<file path="src/rtl/lcd_sh_pkg.sv">
package lcd_sh_pkg;

  typedef struct packed {
    logic hs;
    logic vs;
  } sync_ev_t;

  // True when v falls in [lo, lo+len).
  function automatic logic in_window(input int unsigned v,
                                     input int unsigned lo,
                                     input int unsigned len);
    return (v >= lo) && (v < lo + len);
  endfunction

  // Modulo-n increment used for the channel phase.
  function automatic int unsigned wrap_inc(input int unsigned v,
                                           input int unsigned n);
    return (v + 1 >= n) ? 0 : v + 1;
  endfunction

  // Channel idx is selected when the phase equals its index.
  function automatic logic phase_hit(input int unsigned ph,
                                     input int unsigned idx);
    return ph == idx;
  endfunction

endpackage

</file>
<file path="src/rtl/lcd_sh_edge.sv">
module lcd_sh_edge (
  input  logic clk,
  input  logic rst_n,
  input  logic lvl_i,
  output logic rise_o
);
  logic lvl_q;

  always_ff @(posedge clk) begin
    if (!rst_n) lvl_q <= 1'b0;
    else        lvl_q <= lvl_i;
  end

  assign rise_o = lvl_i & ~lvl_q;
endmodule

</file>
<file path="src/rtl/lcd_sh_raster.sv">
module lcd_sh_raster
  import lcd_sh_pkg::*;
#(
  parameter int CHANNELS = 6,
  parameter int H_START  = 16,
  parameter int H_ACTIVE = 96,
  parameter int V_START  = 4,
  parameter int V_ACTIVE = 32
) (
  input  logic                        clk,
  input  logic                        rst_n,
  input  sync_ev_t                    ev_i,
  output logic                        act_o,
  output logic [$clog2(CHANNELS)-1:0] ph_o
);
  localparam int H_END = H_START + H_ACTIVE;
  localparam int V_END = V_START + V_ACTIVE;
  localparam int HW    = $clog2(H_END + 1);
  localparam int VW    = $clog2(V_END + 1);
  localparam int PW    = $clog2(CHANNELS);
  localparam logic [HW-1:0] H_SAT = HW'(H_END);
  localparam logic [VW-1:0] V_SAT = VW'(V_END);

  logic [HW-1:0] hcnt;
  logic [VW-1:0] lcnt;
  logic [PW-1:0] ph;
  logic          h_act, v_act;

  assign h_act = in_window(32'(hcnt), H_START, H_ACTIVE);
  assign v_act = in_window(32'(lcnt), V_START, V_ACTIVE);
  assign act_o = h_act & v_act;
  assign ph_o  = ph;

  // Pixel position since the last line start; saturates in blanking.
  always_ff @(posedge clk) begin
    if (!rst_n)              hcnt <= H_SAT;
    else if (ev_i.hs)        hcnt <= '0;
    else if (hcnt != H_SAT)  hcnt <= hcnt + 1'b1;
  end

  // Line index since the frame start; frame edge wins on a tie.
  always_ff @(posedge clk) begin
    if (!rst_n)                          lcnt <= V_SAT;
    else if (ev_i.vs)                    lcnt <= '0;
    else if (ev_i.hs && lcnt != V_SAT)   lcnt <= lcnt + 1'b1;
  end

  // Channel phase restarts at each line, advances on active pixels only.
  always_ff @(posedge clk) begin
    if (!rst_n)        ph <= '0;
    else if (ev_i.hs)  ph <= '0;
    else if (act_o)    ph <= PW'(wrap_inc(32'(ph), CHANNELS));
  end
endmodule

</file>
<file path="src/rtl/lcd_sh_strobe.sv">
module lcd_sh_strobe
  import lcd_sh_pkg::*;
#(
  parameter int CHANNELS = 6,
  parameter int RS_COUNT = 2
) (
  input  logic                        act_i,
  input  logic [$clog2(CHANNELS)-1:0] ph_i,
  output logic [CHANNELS-1:0]         sh_o,
  output logic [RS_COUNT-1:0]         rs_o
);
  for (genvar i = 0; i < CHANNELS; i++) begin : g_sh
    assign sh_o[i] = act_i & phase_hit(32'(ph_i), i);
  end

  for (genvar r = 0; r < RS_COUNT; r++) begin : g_rs
    assign rs_o[r] = act_i & phase_hit(32'(ph_i), CHANNELS - 1);
  end
endmodule

</file>
<file path="src/rtl/lcd_sh_polarity.sv">
module lcd_sh_polarity (
  input  logic clk,
  input  logic rst_n,
  input  logic hs_rise_i,
  input  logic vs_rise_i,
  input  logic cfg_h_rev_i,
  input  logic cfg_v_rev_i,
  output logic pol_inv_o,
  output logic hdir_o,
  output logic vdir_o
);
  logic line_par, frame_par, hdir_q, vdir_q;

  always_ff @(posedge clk) begin
    if (!rst_n) begin
      line_par  <= 1'b0;
      frame_par <= 1'b0;
      hdir_q    <= 1'b1;
      vdir_q    <= 1'b1;
    end else if (vs_rise_i) begin
      line_par  <= 1'b0;
      frame_par <= ~frame_par;
      hdir_q    <= ~cfg_h_rev_i;
      vdir_q    <= ~cfg_v_rev_i;
    end else if (hs_rise_i) begin
      line_par  <= ~line_par;
    end
  end

  assign pol_inv_o = line_par ^ frame_par;
  assign hdir_o    = hdir_q;
  assign vdir_o    = vdir_q;
endmodule

</file>
<file path="src/rtl/lcd_sh_timing.sv">
module lcd_sh_timing
  import lcd_sh_pkg::*;
#(
  parameter int CHANNELS = 6,
  parameter int RS_COUNT = 2,
  parameter int H_START  = 16,
  parameter int H_ACTIVE = 96,
  parameter int V_START  = 4,
  parameter int V_ACTIVE = 32
) (
  input  logic                clk,
  input  logic                rst_n,
  input  logic                hsync_i,
  input  logic                vsync_i,
  input  logic                cfg_h_rev_i,
  input  logic                cfg_v_rev_i,
  output logic [CHANNELS-1:0] sh_o,
  output logic [RS_COUNT-1:0] rs_o,
  output logic                pol_inv_o,
  output logic                hdir_o,
  output logic                vdir_o
);
  localparam int PW = $clog2(CHANNELS);

  logic [1:0]    sync_vec, rise_vec;
  sync_ev_t      ev;
  logic          hs_rise_w, vs_rise_w, pix_act_w;
  logic [PW-1:0] ph_w;

  assign sync_vec = {vsync_i, hsync_i};

  for (genvar s = 0; s < 2; s++) begin : g_edge
    lcd_sh_edge u_edge (
      .clk   (clk),
      .rst_n (rst_n),
      .lvl_i (sync_vec[s]),
      .rise_o(rise_vec[s])
    );
  end

  assign ev.hs     = rise_vec[0];
  assign ev.vs     = rise_vec[1];
  assign hs_rise_w = ev.hs;
  assign vs_rise_w = ev.vs;

  lcd_sh_raster #(
    .CHANNELS(CHANNELS), .H_START(H_START), .H_ACTIVE(H_ACTIVE),
    .V_START(V_START), .V_ACTIVE(V_ACTIVE)
  ) u_raster (
    .clk  (clk),
    .rst_n(rst_n),
    .ev_i (ev),
    .act_o(pix_act_w),
    .ph_o (ph_w)
  );

  lcd_sh_strobe #(.CHANNELS(CHANNELS), .RS_COUNT(RS_COUNT)) u_strobe (
    .act_i(pix_act_w),
    .ph_i (ph_w),
    .sh_o (sh_o),
    .rs_o (rs_o)
  );

  lcd_sh_polarity u_pol (
    .clk        (clk),
    .rst_n      (rst_n),
    .hs_rise_i  (hs_rise_w),
    .vs_rise_i  (vs_rise_w),
    .cfg_h_rev_i(cfg_h_rev_i),
    .cfg_v_rev_i(cfg_v_rev_i),
    .pol_inv_o  (pol_inv_o),
    .hdir_o     (hdir_o),
    .vdir_o     (vdir_o)
  );
endmodule

</file>
<file path="config.mk">
export PLATFORM = sky130hd
export DESIGN_NAME = lcd_sh_timing
export DESIGN_NICKNAME = d
export VERILOG_FILES = /design/src/rtl/lcd_sh_pkg.sv /design/src/rtl/lcd_sh_edge.sv /design/src/rtl/lcd_sh_raster.sv /design/src/rtl/lcd_sh_strobe.sv /design/src/rtl/lcd_sh_polarity.sv /design/src/rtl/lcd_sh_timing.sv
export SDC_FILE = /design/constraint.sdc
export NUM_CORES = 1
export LEC_CHECK = 0
export ABC_AREA = 1
export BUFFER_PORTS_ARGS = -buffer_cell sky130_fd_sc_hd__buf_2
export CAP_MARGIN = 20
export CORE_MARGIN = 1
export CORE_UTILIZATION = 44
export CTS_CLUSTER_SIZE = 28
export DETAILED_ROUTE_END_ITERATION = 8
export GPL_TIMING_DRIVEN = 0
export PLACE_DENSITY = 0.65
export SLEW_MARGIN = 25
export SYNTH_ARGS = -nofsm -noshare
export SYNTH_HDL_FRONTEND = slang
export SYNTH_HIERARCHICAL = 1
export SYNTH_SLANG_ARGS = --single-unit
</file>
<file path="constraint.sdc">
create_clock -name clk -period 2.6 [get_ports clk]
set_input_delay 0.39 -clock clk [delete_from_list [all_inputs] [get_ports clk]]
set_output_delay 0.39 -clock clk [all_outputs]
set_load 0.02 [all_outputs]
</file>
=== Yosys cells after proc, flatten, opt, wreduce, memory -nomap -nowiden ===
Cells that the tools add are included.

* Word-level logic and storage cells: 56
* Output and inout port bits: 11
* Register bits: 22
* Input port bits: 6

* Reduce and logical (&&, ||, !) cells: 8
* Eq/ne operators: 7
* Bitwise logic cells: 17
* Order comparisons: 5
* Mux-type cells: 5
* Add/sub/neg operators: 3

{| class="wikitable"
|+ Operator list
! operator !! count
|-
| $mux 7 || 2
|-
| $mux 6 || 2
|-
| $and 1x1->1 || 9
|-
| $add 7x1->7 const B || 1
|-
| $ge 7x5->1 const B || 1
|-
| $lt 7x7->1 const B || 1
|-
| $ne 7x7->1 const B || 1
|-
| $not 1->1 || 7
|-
| $add 6x1->6 const B || 1
|-
| $eq 3x2->1 const B || 2
|-
| $eq 3x3->1 const B || 2
|-
| $ge 6x3->1 const B || 1
|-
| $lt 6x6->1 const B || 1
|-
| $ne 6x6->1 const B || 1
|-
| $add 3x1->4 const B || 1
|-
| $ge 4x3->1 const B || 1
|-
| $reduce_bool 2->1 || 2
|-
| $reduce_or 2->1 || 2
|-
| $eq 3x1->1 const B || 1
|-
| $logic_and 1x1->1 || 3
|-
| $logic_not 3->1 || 1
|-
| $mux 3 || 1
|-
| $xor 1x1->1 || 1
|}

=== Depth between registers and ports, before layout ===
* Word-level depth: 5
* Mapped depth: 9
* Depth with buffers taken out: 9

=== By module ===
Netlist, hierarchy kept.

{| class="wikitable"
|+ By module, submodules not included
! module !! cells each !! area an instance (um^2) !! times used
|-
| lcd_sh_raster || 142 || 949.7 || 1
|-
| lcd_sh_polarity || 25 || 167.7 || 1
|-
| lcd_sh_edge || 5 || 37.5 || 2
|-
| lcd_sh_strobe || 17 || 73.8 || 1
|}

=== Least setup slack after synthesis ===
OpenSTA, ideal clock, no wires.

* Kind: flip-flop to output port
* Start point: register u_raster.lcnt[3]
* End point: output rs_o[1]
* Arrival time: 1.417 ns
* Path buffers: 1
* Required time: 2.210 ns
* Path slack: 0.793 ns
* Cell stages (with the launch flop): 7
* Cells stage by stage: dfxtp_1 -> nor2_1 -> a21oi_2 -> nor2_4 -> nand2_1 -> nor2_1 -> buf_4

* Cells in the longest elaborated chain, start to end: 4

{| class="wikitable"
|+ RTL lines
! element !! RTL line !! source
|-
| from (decl) || lcd_sh_raster.sv:25 || <nowiki>logic [VW-1:0] lcnt;</nowiki>
|-
| from (signal assigned) || lcd_sh_raster.sv:45 || <nowiki>else if (ev_i.hs && lcnt != V_SAT) lcnt <= lcnt + 1'b1;</nowiki>
|-
| $ge 6x3->1 or $lt 6x6->1 (tied branches) || lcd_sh_pkg.sv:12 || <nowiki>return (v >= lo) && (v < lo + len);</nowiki>
|-
| $logic_and 1x1->1 (*) || lcd_sh_pkg.sv:12 ||
|-
| $and 1x1->1 (*) || lcd_sh_raster.sv:31 || <nowiki>assign act_o = h_act & v_act;</nowiki>
|-
| net pix_act_w || lcd_sh_timing.sv:27 || <nowiki>logic hs_rise_w, vs_rise_w, pix_act_w;</nowiki>
|-
| $and 1x1->1 (*) || n/a ||
|-
| to (decl) || lcd_sh_timing.sv:18 || <nowiki>output logic [RS_COUNT-1:0] rs_o,</nowiki>
|}

Mark *: on every way through the listed nets, which the timed path passes. The rest lies on a longest branch.

=== Final worst setup path ===
* Start point: register u_raster.lcnt[5]
* End point: output sh_o[5]

* Cells in the longest elaborated chain, start to end: 4

{| class="wikitable"
|+ RTL lines
! element !! RTL line !! source
|-
| $ge 6x3->1 or $lt 6x6->1 (tied branches) || lcd_sh_pkg.sv:12 ||
|-
| $logic_and 1x1->1 (*) || lcd_sh_pkg.sv:12 ||
|-
| $and 1x1->1 (*) || lcd_sh_raster.sv:31 ||
|-
| net pix_act_w || lcd_sh_timing.sv:27 ||
|-
| $and 1x1->1 (*) || lcd_sh_strobe.sv:13 || <nowiki>assign sh_o[i] = act_i & phase_hit(32'(ph_i), i);</nowiki>
|-
| to (decl) || lcd_sh_timing.sv:17 || <nowiki>output logic [CHANNELS-1:0] sh_o,</nowiki>
|}

Marked as above.

==> flow_summary_export.csv <==
group,metric,value,unit
status,status,"completed",
cts,cts.sinks,22,
sta,hold_viol,0,
floorplan,die_w,55.65,um
cts,cts_tree,"done",
cts,numCtsBuffers,3,
pwr,p_seq_frac,0.516,
logic_synthesis,synth_edf_count,0,
logic_synthesis,syn_inst,194,
global_routing,first_global_vias,1035,
hold_path,min_path_type,"input pin to register",
placed_design,dp_hpwl,1684,um
route,drt_pass1_iterations,4,
logic_synthesis,ys_async_sr_fraction,0,
logic_synthesis,synth_area,1266,sq um
critical_path,worst_setup_path_end_kind,"output pin",
critical_path,worstSetupPathType,"register to output pin",
final_layout,final_area,1421,sq um
placed_design,place_ws,832.9,ps
route,viasPerCell,4.608,
cts,clk_pin_slew,120,ps
floorplan,core,2734,sq um
sta,min_period,2101,ps
final_layout,num-nets-final,227,
sta,setup_slack,498.7,ps
final_layout,finish.utilization,0.5199,
route,drtAntennaViolNets,0,
sta,finClkSkew,5.252,ps
sta,tightest_slew,369.6,ps
final_layout,final_common_cell,"nand2_1",
run,max_cap_violations,0,
pwr,intPower,507.9,uW
route,vias,1129,
pwr,power_density,518.7,nW/um^2
sta,rsz0062_at_grt,"false",
final_layout,final_cell_mix,"nand2_1 (55), inv_1 (33), nor2_1 (24)",
floorplan,start_util,0.4632,
placed_design,gp_congestion,0.8321,
cts,holdBufCountCts,0,
pwr,power.leakage,0.7409,nW
cts,cts_resized,0,
sta,tns,0,ps
pwr,power_switching,229.4,uW
logic_synthesis,synth_area_leaders,"dfxtp_1 (35%), nand2_1 (16%), inv_1 (9.8%)",
logic_synthesis,mappedNetlistNets,206,
logic_synthesis,yosysTopAreaCellShare,0.3478,
pwr,p_clk_frac,0.251,
critical_path,cp.arrival,1710,ps
critical_path,worstSetupStartpointType,"register",
final_layout,antenna_cells,0,
global_routing,grt_max_degree,14,
global_routing,groute.usage.overall,0.1589,
route,drt_iter0_markers,30,
placed_design,io_buffer_count,16,
logic_synthesis,yosysUniqueCellTypes,22,
global_routing,grt_antenna_before_repair,0,
pwr,sw_frac_of_total,0.3111,
cts,post_cts_buffers,0,
placed_design,placedInstanceArea,1385,sq um
floorplan,rows,19,
logic_synthesis,synth_seq_cells,22,
global_routing,grt_pass1_wl,3988,um
logic_synthesis,syn_avg_cell_area,6.527,sq um
pwr,ir_drop,0.3499,mV
floorplan,die_area,3096,sq um
sta,maxSlewHeadroom,0.7510,
cts,htree_num_levels,1,
route,wl,2195,um
sta,max_freq,475.9,MHz
critical_path,worst_ep_required_time,2210,ps
cts,cts-root-buf,"clkbuf_4",
final_layout,area_growth,12.25,%
sta,finalCritPeriodShare,0.8082,
logic_synthesis,synth_flop_cell,"dfxtp_1",
critical_path,r2r_setup_slack,1270,ps
logic_synthesis,synth.yosys.seq_area_share,0.3478,
route,drc,0,
sta,slew_viol_final,0,
logic_synthesis,ys_warn_count,6,
critical_path,worstPathMaxFanout,6,
global_routing,grt-ovfl-total,0,
sta,finalSetupViolCount,0,
floorplan,die_height,55.65,um
final_layout,layout-drive-gt1-share,0.1636,
route,routedWlPerCell,8.959,um
floorplan,num_io_pins,17,
cts,cts_buffer_depth,2,
cts,clk_latency,300,ps
pwr,p_comb_frac,0.232,
logic_synthesis,yosysTopAreaCell,"dfxtp_1",
layout make-up:
type | instances | area, sq um
sequential | 22 | 440.4
clock buffer | 4 | 36.28
fill | 266 | 1313
tap | 31 | 38.79
buffer | 3 | 26.28
timing repair buffer | 16 | 80.08
multi-input combinational | 133 | 664.4
inverter | 36 | 135.1
Yosys cell counts, types with 2 or more instances:
library cell and n:
ha_1 6, nand3_1 19, xor2_1 4, nor2_1 24
nand2_2 2, inv_1 33, nor2_2 3, dfxtp_1 22
nand2_1 55, buf_4 2, nor2_4 2, inv_2 3
o21ai_0 7, a21oi_1 4
per-stage QoR:
step | hold slack (ps) | power, mW | std cells
2_1_floorplan | 429.7 | 0.5205 | 194
4_1_cts | 264.4 | 0.7493 | 245
3_3_place_gp | 433.8 | 0.5544 | 241
6_report | 273.4 | 0.7373 | 245
5_1_grt | 253.3 | 0.7925 | 245
3_5_place_dp | 452.7 | 0.5603 | 241
cells by family (layout without fill, tap and decap cells):
group                    after synthesis  after routing  share of synthesized area
AO/OA/AOI/OAI                         13             13                    0.05633
XOR/XNOR                               5              5                    0.03458
adder cells (fa/ha/maj)                6              6                    0.05929
buffers and inverters                 39             59                     0.1275
flip-flops                            22             22                     0.3478
AND/OR/NAND/NOR                      109            109                     0.3745
power groups by stage:
stage,combinational (mW),clock (mW),sequential (mW)
2_1_floorplan,0.133,0,0.387
3_3_place_gp,0.167,0,0.387
3_5_place_dp,0.172,0,0.388
4_1_cts,0.173,0.196,0.381
5_1_grt,0.200,0.209,0.384
6_report,0.171,0.185,0.381
path summary, 6_finish.rpt:
kind	from	end	cells past startpoint
hold / removal	vsync_i	g_edge[1].u_edge/lvl_q	3
hold reg to reg	u_pol/hdir_o	u_pol/hdir_o	2
setup / recovery	u_raster/lcnt[5]	sh_o[5]	8
setup reg to reg	u_raster/lcnt[0]	u_raster/lcnt[5]	8
worst max-delay path: stages, from the launching register on:
cell,delay (ps)
dfxtp_1,460
nor2_1,70
nand2_1,70
nand3_1,110
nor2_4,160
nand2_1,90
nor2_1,180
buf_4,130
buf_2,150
state kept, by name (all words and copies together) (netlist names):
name                 flops
u_pol/vdir_o             1
u_pol/frame_par          1
u_raster/lcnt            6
g_edge.u_edge/lvl_q      2
u_raster/ph_o            3
u_raster/hcnt            7
u_pol/line_par           1
u_pol/hdir_o             1
metal layers:
| layer | vias to the layer above | global-route usage | wire [um] |
|---|---|---|---|
| met5 | - | 0 | 0 |
| met4 | 0 | 0.05714 | 18 |
| met3 | 2 | 0.03023 | 90 |
| met2 | 25 | 0.2857 | 1064 |
| met1 | 477 | 0.1870 | 1022 |
| li1 | 625 | - | - |
Power figures use the tool's default switching activity.
